`src/rtl/cfg_auth_pkg.sv`:
```
package cfg_auth_pkg;
  typedef enum logic [7:0] {
    ST_IDLE   = 8'b0000_0001,
    ST_BUFFER = 8'b0000_0010,
    ST_SIGCMP = 8'b0000_0100,
    ST_DECRYPT= 8'b0000_1000,
    ST_CLEAR  = 8'b0001_0000,
    ST_FBLOAD = 8'b0010_0000,
    ST_START  = 8'b0100_0000,
    ST_LOCKED = 8'b1000_0000
  } auth_state_e;

  // Route on a good verdict: encrypted images go to decryption, others start.
  function automatic auth_state_e pass_route(input logic enc);
    return enc ? ST_DECRYPT : ST_START;
  endfunction

  // Route on an error: one fallback attempt at most.
  function automatic auth_state_e fail_route(input logic fb_en, input logic fb_used);
    return (fb_en && !fb_used) ? ST_CLEAR : ST_LOCKED;
  endfunction
endpackage

```
`src/rtl/cfg_prog_filter.sv`:
```
module cfg_prog_filter #(
  parameter int SYNC_STAGES = 2
) (
  input  logic clk,
  input  logic por_n,
  input  logic prog_req,
  output logic prog_valid
);
  localparam int CHAIN = SYNC_STAGES + 1;
  logic [CHAIN-1:0] sh;

  always_ff @(posedge clk or negedge por_n) begin
    if (!por_n) sh <= '0;
    else        sh <= {sh[CHAIN-2:0], prog_req};
  end

  // Valid only when the synchronised level is high on two successive samples.
  assign prog_valid = sh[CHAIN-1] & sh[CHAIN-2];
endmodule

```
`src/rtl/cfg_digest_cmp.sv`:
```
module cfg_digest_cmp #(
  parameter int DW   = 256,
  parameter int LANE = 32
) (
  input  logic [DW-1:0] exp_d,
  input  logic [DW-1:0] act_d,
  output logic          match
);
  localparam int NL = (DW + LANE - 1) / LANE;
  localparam int PW = NL * LANE;
  logic [PW-1:0] ep, ap;
  logic [NL-1:0] lane_eq;

  assign ep = PW'(exp_d);
  assign ap = PW'(act_d);

  for (genvar g = 0; g < NL; g++) begin : g_lane
    assign lane_eq[g] = (ep[g*LANE +: LANE] == ap[g*LANE +: LANE]);
  end

  assign match = &lane_eq;
endmodule

```
`src/rtl/cfg_auth_fsm.sv`:
```
module cfg_auth_fsm
  import cfg_auth_pkg::*;
(
  input  logic        clk,
  input  logic        por_n,
  input  logic        prog_valid,
  input  logic        start,
  input  logic        encrypted,
  input  logic        sig_en,
  input  logic        fallback_en,
  input  logic        buf_done,
  input  logic        hash_done,
  input  logic        digest_match,
  input  logic        dec_done,
  input  logic        dec_pass,
  input  logic        clr_done,
  output auth_state_e state,
  output logic        auth_error,
  output logic        fb_used,
  output logic        fail_evt,
  output logic        both_ready
);
  auth_state_e nxt;
  logic enc_q, buf_seen, hash_seen;
  logic accept;

  assign accept     = (state == ST_IDLE || state == ST_FBLOAD) && start;
  assign both_ready = (buf_seen | buf_done) & (hash_seen | hash_done);

  always_comb begin
    nxt      = state;
    fail_evt = 1'b0;
    case (state)
      ST_IDLE, ST_FBLOAD:
        if (start) nxt = sig_en ? ST_BUFFER : pass_route(encrypted);
      ST_BUFFER:
        if (both_ready) nxt = ST_SIGCMP;
      ST_SIGCMP:
        if (digest_match) nxt = pass_route(enc_q);
        else              fail_evt = 1'b1;
      ST_DECRYPT:
        if (dec_done) begin
          if (dec_pass) nxt = ST_START;
          else          fail_evt = 1'b1;
        end
      ST_CLEAR:
        if (clr_done) nxt = ST_FBLOAD;
      default: nxt = state;
    endcase
    if (fail_evt) nxt = fail_route(fallback_en, fb_used);
  end

  always_ff @(posedge clk or negedge por_n) begin
    if (!por_n) begin
      state      <= ST_IDLE;
      enc_q      <= 1'b0;
      buf_seen   <= 1'b0;
      hash_seen  <= 1'b0;
      auth_error <= 1'b0;
      fb_used    <= 1'b0;
    end else if (prog_valid) begin
      state      <= ST_IDLE;
      enc_q      <= 1'b0;
      buf_seen   <= 1'b0;
      hash_seen  <= 1'b0;
      auth_error <= 1'b0;
      fb_used    <= 1'b0;
    end else begin
      state      <= nxt;
      if (accept) enc_q <= encrypted;
      buf_seen   <= (state == ST_BUFFER) && (buf_seen | buf_done);
      hash_seen  <= (state == ST_BUFFER) && (hash_seen | hash_done);
      auth_error <= auth_error | fail_evt;
      fb_used    <= fb_used | (nxt == ST_FBLOAD);
    end
  end
endmodule

```
`src/rtl/cfg_auth_ctrl.sv`:
```
module cfg_auth_ctrl
  import cfg_auth_pkg::*;
#(
  parameter int DW   = 256,
  parameter int LANE = 32
) (
  input  logic          clk,
  input  logic          por_n,
  input  logic          prog_req,
  input  logic          start,
  input  logic          encrypted,
  input  logic          sig_en,
  input  logic          fallback_en,
  input  logic          buf_done,
  input  logic          hash_done,
  input  logic [DW-1:0] exp_digest,
  input  logic [DW-1:0] act_digest,
  input  logic          dec_done,
  input  logic          dec_pass,
  input  logic          clr_done,
  output logic          buffer_cmd,
  output logic          decrypt_cmd,
  output logic          clear_cmd,
  output logic          fallback_cmd,
  output logic          startup_cmd,
  output logic          if_locked,
  output logic          auth_error,
  output logic [7:0]    state_oh
);
  logic        prog_valid, digest_match, fb_used, fail_evt, both_ready;
  auth_state_e state;

  cfg_prog_filter #(.SYNC_STAGES(2)) u_prog (
    .clk(clk), .por_n(por_n), .prog_req(prog_req), .prog_valid(prog_valid)
  );

  cfg_digest_cmp #(.DW(DW), .LANE(LANE)) u_cmp (
    .exp_d(exp_digest), .act_d(act_digest), .match(digest_match)
  );

  cfg_auth_fsm u_fsm (
    .clk(clk), .por_n(por_n), .prog_valid(prog_valid), .start(start),
    .encrypted(encrypted), .sig_en(sig_en), .fallback_en(fallback_en),
    .buf_done(buf_done), .hash_done(hash_done), .digest_match(digest_match),
    .dec_done(dec_done), .dec_pass(dec_pass), .clr_done(clr_done),
    .state(state), .auth_error(auth_error), .fb_used(fb_used),
    .fail_evt(fail_evt), .both_ready(both_ready)
  );

  assign state_oh     = state;
  assign buffer_cmd   = state[1];
  assign decrypt_cmd  = state[3];
  assign clear_cmd    = state[4];
  assign fallback_cmd = state[5];
  assign startup_cmd  = state[6];
  assign if_locked    = state[7];
endmodule

```
`config.mk`:
```
export PLATFORM = sky130hd
export DESIGN_NAME = cfg_auth_ctrl
export DESIGN_NICKNAME = d
export VERILOG_FILES = /design/src/rtl/cfg_auth_pkg.sv /design/src/rtl/cfg_prog_filter.sv /design/src/rtl/cfg_digest_cmp.sv /design/src/rtl/cfg_auth_fsm.sv /design/src/rtl/cfg_auth_ctrl.sv
export SDC_FILE = /design/constraint.sdc
export NUM_CORES = 1
export LEC_CHECK = 0
export BUFFER_PORTS_ARGS = -buffer_cell sky130_fd_sc_hd__buf_2
export CAP_MARGIN = 20
export CORE_AREA = 10 10 202 204
export CTS_CLUSTER_SIZE = 16
export DETAILED_ROUTE_END_ITERATION = 7
export DIE_AREA = 0 0 212 214
export SYNTH_ARGS = -nofsm -noshare
export SYNTH_HDL_FRONTEND = slang
export SYNTH_SLANG_ARGS = --single-unit
```
`constraint.sdc`:
```
create_clock -name clk -period 3.65 [get_ports clk]
set_input_delay 0.5475 -clock clk [delete_from_list [all_inputs] [get_ports clk]]
set_output_delay 0.5475 -clock clk [all_outputs]
set_load 0.02 [all_outputs]
```
==> metrics <==
status completed; number of iterations in the first detailed-routing pass 4; dpl hpwl 22,800 um; Fin Clk Skew 1.60 ps; Leak 3.67 nW; die area 45,400 sq um; fin crit share 74.9%; Max IR drop VDD 0.135 mV; WL/cell 16.5 um; post_cts resized 0; GRT Total Usage 9.77%; post-synth top area cell xor2_1; RSZ-0062 raised after global routing false; Clock Tree Root clkbuf_16; EDFF count, synth 0; Die Y-Extent 214 um; ys async rst share 100%; clk buf depth 2; first-pass GRT wire length 34,200 um; Post-CTS Repair Setup Buffers 0; Startpoint Class input pin; register share of total power 19.4%; Largest stage delay, worst path 630 ps; layout cell share with drive strength beyond 1 56.9%; Slew @ Worst Pin 632 ps; DR DRC count 0; Net Sw Power 0.548 mW; Final ANT Viol Nets 0; routed wire length 23,800 um; setup violators final 0; mapped cell area 3650 sq um; hold_buf cts 0; clk_lat worst skew 250 ps; via count 5,121; Clock Power Share 17.5%; setup_tns 0 ps; # clock sinks 16; Syn Area/Cell 8.44 sq um; area of the multi-input gates 3190 sq um; pwr dens 194 nW/um^2; CTS clk-pin slew, worst paths 50 ps; # IOs 539; crit path cell chain buf_2 > xor2_1 > nor4_1 > nand4_1 > nor4_1 > nand4_1 > a2111oi_2; Yosys top cell area share 61.8%; Core Util, Final 18.9%; Worst Setup End Kind flip-flop; fin. max-slew vios 0; Seq cells post-synth 16; FF+latch area 402 sq um; filler instances 4,152; logic gate share of total power 63.0%; prevailing post-synth register cell dfrtp_1; switch share 40.5%; DR vias/cell 3.55; via count of the first global-routing pass 6,118; core area 37,000 sq um; min cycle time layout 2730 ps; slew margin rel. 57.5%; H-Tree Level Count 1; P&R area growth vs syn 91.4%; IO buf count 538; FMAX 366 MHz; drt first-iter violations 198; final worst setup slack 916 ps; Synth cell types 36; MaxCap Viol Count 0; largest net degree at the start of global routing 17; starting density of the core 9.86%; YS warnings 0; Setup Crit Path Kind input pin to flip-flop; die width 212 um; site row count 71; CTS tree yes; internal power 0.806 mW; fin nets 1,494; initial antenna violation count 2; CP arrival 2880 ps; GPL Wtd Cong 0.960; CP max stage cell nor4_1; grt total ovfl 0; CTS buffer count 3; Hold Vio Cnt, Final 0; Hold Crit Class input pin to async pin; Syn Nets 957; Max FO, Critical Path 2; top post-synthesis cells by area xor2_1 62%, nor4_1 12%, dfrtp_1 10%; CP Data Required Time 3790 ps; sequential share of the synthesized area 11.0%; Gate Count Post-Synth 433; dpl ws 281 ps
-- Yosys cell counts (2+ instances only) --
| library cell | number |
|---|---|
| and2_1 | 3 |
| buf_4 | 6 |
| nor4_1 | 69 |
| a21oi_1 | 4 |
| dfrtp_1 | 15 |
| xor2_1 | 258 |
| a22oi_1 | 3 |
| nand2_1 | 9 |
| o21ai_0 | 2 |
| nor2b_1 | 3 |
| nand3_1 | 2 |
| inv_1 | 3 |
| nand4_1 | 19 |
| nor3_1 | 7 |
| o21ai_1 | 3 |
| nor2_1 | 7 |
-- registers in the layout, summed over array words and instances (netlist names) --
register,cells
u_fsm.state,8
u_prog.sh,3
u_fsm.auth_error,1
u_fsm.buf_seen,1
u_fsm.enc_q,1
u_fsm.fb_used,1
u_fsm.hash_seen,1
-- logic make-up after synthesis --
kind of cell    count (synthesis)  share of synthesized area [%]
xor+xnor                      258                           61.8
simple gates                  129                           21.6
compound gates                 19                           3.77
flops                          16                           11.0
buf+inv                        11                           1.78
-- per-layer routing --
layer  vias up  global-route usage (%)  wire length, um
met2       253                    18.0            12400
met3        28                    2.54             1810
met5         -                       0                0
met4         0                    3.19              724
li1       2603                       -                -
met1      2237                    10.5             8860
-- power by group through the flow --
stage	logic, mW	registers [mW]	clock network (mW)
2_1_floorplan	0.383	0.286	0
3_3_place_gp	0.841	0.265	0
3_5_place_dp	0.852	0.266	0
4_1_cts	0.857	0.263	0.243
5_1_grt	0.939	0.273	0.252
6_report	0.853	0.263	0.237
-- critical path, delay by kind of cell --
| family | cells | cell delay (ps) |
|---|---|---|
| xor gates and xnor gates | 1 | 150 |
| buffers and inverters | 1 | 100 |
| AOI/OAI and AO/OA | 1 | 420 |
| and+or+nand+nor | 4 | 1660 |
-- per-stage QoR --
stage / hold WS [ps] / area, sq um / cells / total power, mW
detailed placement: 342 / 6900 / 1439 / 1.12
floorplan: 252 / 3650 / 433 / 0.669
global placement: 336 / 6900 / 1439 / 1.11
global route: 230 / 6990 / 1444 / 1.46
CTS: 216 / 6990 / 1443 / 1.36
finish: 198 / 6990 / 1444 / 1.35
-- final cells by class --
type / instances / area share (%)
Inverter: 3 / 0.161
Timing Repair Buffer: 540 / 38.7
Multi-Input combinational cell: 406 / 45.6
Tap cell: 474 / 8.48
Sequential cell: 16 / 5.74
Antenna cell: 1 / 0.0358
Clock buffer: 4 / 1.27
-- cells in the final DEF, fill, tap and decap left out, types with 3 or more instances in the layout --
master and n:
nor4_1 69, clkbuf_16 3, and2_1 3, inv_1 3
nand2_1 9, nor2_1 7, nor3_1 7, buf_2 538
a21oi_1 4, o21ai_1 3, dfrtp_1 15, a22oi_1 3
nor2b_1 3, xor2_1 258, nand4_1 19
-- worst paths after layout --
path | startpoint | to | slack, ps | depth (start not counted)
worst max-delay path | act_digest[249] | u_fsm.state[3]$_DFF_PN0_ | 920 | 7
worst min-delay path | por_n | u_fsm.buf_seen$_DFF_PN0_ | 200 | 1
worst max register to register | u_fsm.state[2]$_DFF_PN0_ | u_fsm.state[3]$_DFF_PN0_ | 1400 | 6
worst min register to register | u_prog.sh[0]$_DFF_PN0_ | u_prog.sh[1]$_DFF_PN0_ | 350 | 0
max in group asynchronous | por_n | u_fsm.state[0]$_DFF_PN1_ | 3150 | 1
min in group clk | u_prog.sh[0]$_DFF_PN0_ | u_prog.sh[1]$_DFF_PN0_ | 350 | 0
No activity file was read; power rests on OpenSTA's default activity.
